[src/rtl/fts_pkg.sv]
package fts_pkg;
  // Wrapping thread index: (base + off) modulo the thread count
  function automatic int wrap_add(input int base, input int off, input int n);
    return (base + off) % n;
  endfunction
endpackage

[src/rtl/fts_thread_ctx.sv]
// Per-thread blocking state: load/branch delay countdown plus miss flag
module fts_thread_ctx #(
  parameter int DLY = 3,
  localparam int CW = (DLY < 1) ? 1 : $clog2(DLY + 1)
) (
  input  logic clk,
  input  logic rst,
  input  logic load_dly,
  input  logic miss_set,
  input  logic miss_clr,
  output logic ready
);
  logic [CW-1:0] cnt_q;
  logic          miss_q;

  always_ff @(posedge clk) begin
    if (rst) begin
      cnt_q  <= '0;
      miss_q <= 1'b0;
    end else begin
      if (load_dly)
        cnt_q <= CW'(DLY);
      else if (cnt_q != '0)
        cnt_q <= cnt_q - 1'b1;
      // a new miss outranks a return in the same cycle
      miss_q <= miss_set | (miss_q & ~miss_clr);
    end
  end

  assign ready = (cnt_q == '0) && !miss_q;
endmodule

[src/rtl/fts_rr_pick.sv]
// Rotating first-found picker starting at 'start'
module fts_rr_pick #(
  parameter int NTHR = 4,
  localparam int IDW = $clog2(NTHR)
) (
  input  logic [NTHR-1:0] req,
  input  logic [IDW-1:0]  start,
  output logic [NTHR-1:0] gnt_oh,
  output logic [IDW-1:0]  gnt_id,
  output logic            any
);
  always_comb begin
    gnt_oh = '0;
    gnt_id = '0;
    any    = 1'b0;
    for (int off = 0; off < NTHR; off++) begin
      logic [IDW-1:0] idx;
      idx = IDW'(fts_pkg::wrap_add(int'(start), off, NTHR));
      if (!any && req[idx]) begin
        any         = 1'b1;
        gnt_oh[idx] = 1'b1;
        gnt_id      = idx;
      end
    end
  end
endmodule

[src/rtl/fine_thread_sel.sv]
module fine_thread_sel #(
  parameter int NTHR = 4,
  parameter int DLY  = 3,
  localparam int IDW = $clog2(NTHR)
) (
  input  logic            clk,
  input  logic            rst,
  input  logic [NTHR-1:0] thr_vld,
  input  logic            issue_ldbr,
  input  logic [NTHR-1:0] miss_set,
  input  logic [NTHR-1:0] miss_clr,
  output logic [NTHR-1:0] sel_oh,
  output logic [IDW-1:0]  sel_id,
  output logic            issue_vld,
  output logic            all_idle
);
  logic [NTHR-1:0] ready;
  logic [NTHR-1:0] eligible;
  logic [IDW-1:0]  start_q;

  for (genvar g = 0; g < NTHR; g++) begin : g_ctx
    fts_thread_ctx #(.DLY(DLY)) u_ctx (
      .clk      (clk),
      .rst      (rst),
      .load_dly (issue_vld & issue_ldbr & sel_oh[g]),
      .miss_set (miss_set[g]),
      .miss_clr (miss_clr[g]),
      .ready    (ready[g])
    );
  end

  assign eligible = thr_vld & ready;

  fts_rr_pick #(.NTHR(NTHR)) u_pick (
    .req    (eligible),
    .start  (start_q),
    .gnt_oh (sel_oh),
    .gnt_id (sel_id),
    .any    (issue_vld)
  );

  assign all_idle = !issue_vld;

  // rotation: next search begins one past the thread just issued
  always_ff @(posedge clk) begin
    if (rst)
      start_q <= '0;
    else if (issue_vld)
      start_q <= IDW'(fts_pkg::wrap_add(int'(sel_id), 1, NTHR));
  end
endmodule

[config.mk]
export PLATFORM = sky130hd
export DESIGN_NAME = fine_thread_sel
export DESIGN_NICKNAME = d
export VERILOG_FILES = /design/src/rtl/fts_pkg.sv /design/src/rtl/fts_thread_ctx.sv /design/src/rtl/fts_rr_pick.sv /design/src/rtl/fine_thread_sel.sv
export SDC_FILE = /design/constraint.sdc
export NUM_CORES = 1
export LEC_CHECK = 0
export BUFFER_PORTS_ARGS = -buffer_cell sky130_fd_sc_hd__buf_2
export CORE_MARGIN = 1
export CORE_UTILIZATION = 40
export CTS_CLUSTER_SIZE = 30
export DETAILED_ROUTE_END_ITERATION = 16
export SLEW_MARGIN = 20
export SYNTH_ARGS = -nofsm -noshare
export SYNTH_HDL_FRONTEND = slang
export SYNTH_SLANG_ARGS = --single-unit
[constraint.sdc]
create_clock -name clk -period 4.4 [get_ports clk]
set_input_delay 0.44 -clock clk [delete_from_list [all_inputs] [get_ports clk]]
set_output_delay 0.44 -clock clk [all_outputs]
set_load 0.005 [all_outputs]
==> summary.md <==
| Metric | Value |
|---|---|
| Status | complete, but fails checks |
| Failing checks | design-rule violations |
| CTS sink count | 14 |
| Via Count | 1,097 |
| Hold Path Stages | 3 |
| #FFs+latches synth | 14 |
| Most common flop cell mapped by yosys | dfxtp_1 |
| WHS | 0.3561 ns |
| Mean Syn Cell Area | 8.876 um2 |
| Ports | 23 |
| CTS tree | built |
| Non-Filler Instances | 192 |
| Clock skew | 0.004825 ns |
| CP max FO | 16 |
| Routed len/inst | 14.21 um |
| Critical path class | register to output port |
| Top cells by area, synth | dfxtp_1, ha_1, o21ai_0, mux4_2, inv_1 |
| Fmax | 292.8 MHz |
| Finished Core Util | 48.87% |
| Startpoint Class | register |
| Fin. Hold Viols | 0 |
| PD cells | 691.1 mW/mm2 |
| Grt total ovfl | 0 |
| Gr usage total | 17.25% |
| Clk slew on worst S/H paths | 0.09 ns |
| Critical path, cell by cell | inv_1, ha_1, mux4_1, nand3_1, a311oi_1, or2_2, buf_2 |
| Sequential cell area fraction in the yosys report | 22.88% |
| Final period util | 77.63% |
| IO Port Bufs | 22 |
| DP HPWL | 2.078 mm |
| EDFF count, synth | 0 |
| DP Worst Slack | 1.328 ns |
| Total wire length | 2.729 mm |
| CP required | 3.96 ns |
| Critical path depth | 7 |
| Row cnt | 19 |
| Share of the synthesized area in the top cell type | 22.88% |
| Number of global-route vias before repair | 989 |
| Library cells used by synthesis | 36 |
| Number of max-cap violations | 0 |
| Postcts setup bufs | 0 |
| Largest net degree at the start of global routing | 17 |
| Setup slack after layout | 0.9843 ns |
| Design Area, Final | 0.001383 mm2 |
| First-pass GRT wire length | 4.422 mm |
| Hold-fix buffers, CTS | 0 |
| Placed cell area | 0.001346 mm2 |
| Layout cells sized above 1 | 27.95% |
| Instance count of the mapped netlist | 138 |
| Final Slew Violations | 0 |
| Avg Vias per Cell | 5.714 |
| Worst-Skew Late Latency | 0.28 ns |
| Area grow syn2layout | 12.87% |
| Final Setup Violations | 0 |
| Placer Congestion | 0.8970 |
| CP arrival | 2.98 ns |
| Buf/Inv on CP | 2 |
| DRT iter0 DRCs | 49 |
| Root Driver | clkbuf_4 |
| Die width | 57.34 um |
| Fill cell count | 278 |
| Layout Nets | 189 |
| H-tree depth | 1 |
| Die Y | 57.34 um |
| Initial core utilization | 43.30% |
| CP delay by family, top | flip-flops |
| Setup_tns | 0 ns |
| RSZ-0062 raised after global routing | no |
| HP Class | input port to register |
| Cell taking the most area after synthesis | dfxtp_1 |
| Critical path's largest stage delay | 0.74 ns |
| Slew HR | 57.35% |
| Drc violations | 6 |
| Post-placement cell count | 188 |
| TritonCTS buffer count | 3 |
| # diodes | 0 |
| Peak supply drop | 300.7 uV |
| Syn Std Cell Area | 0.001225 mm2 |
| Synth cell count leaders | inv_1, dfxtp_1, o21ai_0 |
| Routed Antenna Nets | 0 |
| Post-cts resize count | 0 |
| Die area | 0.003288 mm2 |
| Sequential cell area | 280.3 um2 |
| TritonRoute pass-1 iters | 11 |
| Number of antenna violations at the first check in global routing | 0 |
| Multi-input gate area | 860.8 um2 |
| Syn Nets | 165 |
| Synth Warn # | 0 |
| Tot Pwr | 0.9555 mW |
| LEAKAGE | 0.6295 nW |
| Share of synthesized flip-flops with an asynchronous set or reset | 0% |
| Actual slew at the worst max-slew pin | 0.6390 ns |
| Most frequent cell after synthesis | inv_1 |
| Core ar. | 0.002829 mm2 |
| CTS Buffer Depth | 2 |
| Crit. End Element | output port |
| Reg2Reg Depth | 7 |
| CP max stage cell | dfxtp_1 |
| Tmin final | 3.416 ns |
-- flip-flops by register name, indices dropped and copies added, names as in the netlist --
register and flops:
start_q 2, g_ctx.u_ctx.miss_q 4, g_ctx.u_ctx.cnt_q 8
-- final timing paths --
| path | slack [ns] | endpoint | start |
|---|---|---|---|
| min reg2reg | 0.50 | g_ctx[1].u_ctx.miss_q | g_ctx[1].u_ctx.miss_q |
| min | 0.36 | g_ctx[3].u_ctx.miss_q | miss_set[3] |
| max | 0.98 | sel_oh[1] | start_q[0] |
| max reg2reg | 1.51 | g_ctx[0].u_ctx.cnt_q[0] | start_q[0] |
-- worst reg2reg max path, cell delays in order (launching register included) --
cell and delay, ns:
dfxtp_1 0.74, inv_1 0.35, ha_1 0.48, mux4_1 0.43, nand3_1 0.14, a311oi_1 0.10
o21ai_0 0.37, o21ai_0 0.16
-- metal layers --
layer	vias up	track usage (%)	wire length [um]
li1	551	-	-
met1	506	21.42	1232
met2	36	30.73	1353
met3	4	1.814	121
met4	0	6.272	21
met5	-	0	0
-- layout make-up --
cell class,instances,area share [%]
multi-input cells,106,62.26
flip-flops and latches,14,20.27
repair buffers,22,7.964
inverters,15,4.072
well taps,31,2.805
clock buffers,4,2.624
-- cell families (layout without fill, tap and decap cells) --
kind of cell    count (synthesis)  after routing  share of synthesized area [%]
simple gates                   45             45                          22.57
compound gates                 39             39                          22.07
buf+inv                        18             41                          6.843
flops                          14             14                          22.88
fa+ha+maj                      12             12                          12.26
xor+xnor                        5              5                          3.575
mux                             5              5                          9.805
-- power breakdown --
part	switching (mW)	internal [mW]	leakage (nW)	total (mW)
sequential	0.0455	0.167	0.117	0.213
clock	0.0452	0.0503	0.0210	0.0955
combinational	0.338	0.309	0.492	0.647
total	0.429	0.527	0.629	0.955
-- placed cells by master (no fill, tap or decap), drive strengths merged --
cell and n:
buf 22, inv 15, o21ai 14, dfxtp 14
nor2 12, ha 12, a21oi 10, nand2 5
or2 5, mux4 5, nand3 4, a311oi 4
and2 4, xor2 4, clkbuf 4, nand3b 4
and3b 4, o2111ai 3, nor4bb 2, nor3 2
a21boi 2, nand4 1, o22ai 1, a32oi 1
and4b 1, a22oi 1, a2111oi 1, o31a 1
nor3b 1, a211oi 1, xnor2 1
(Power assumes the default switching activity.)
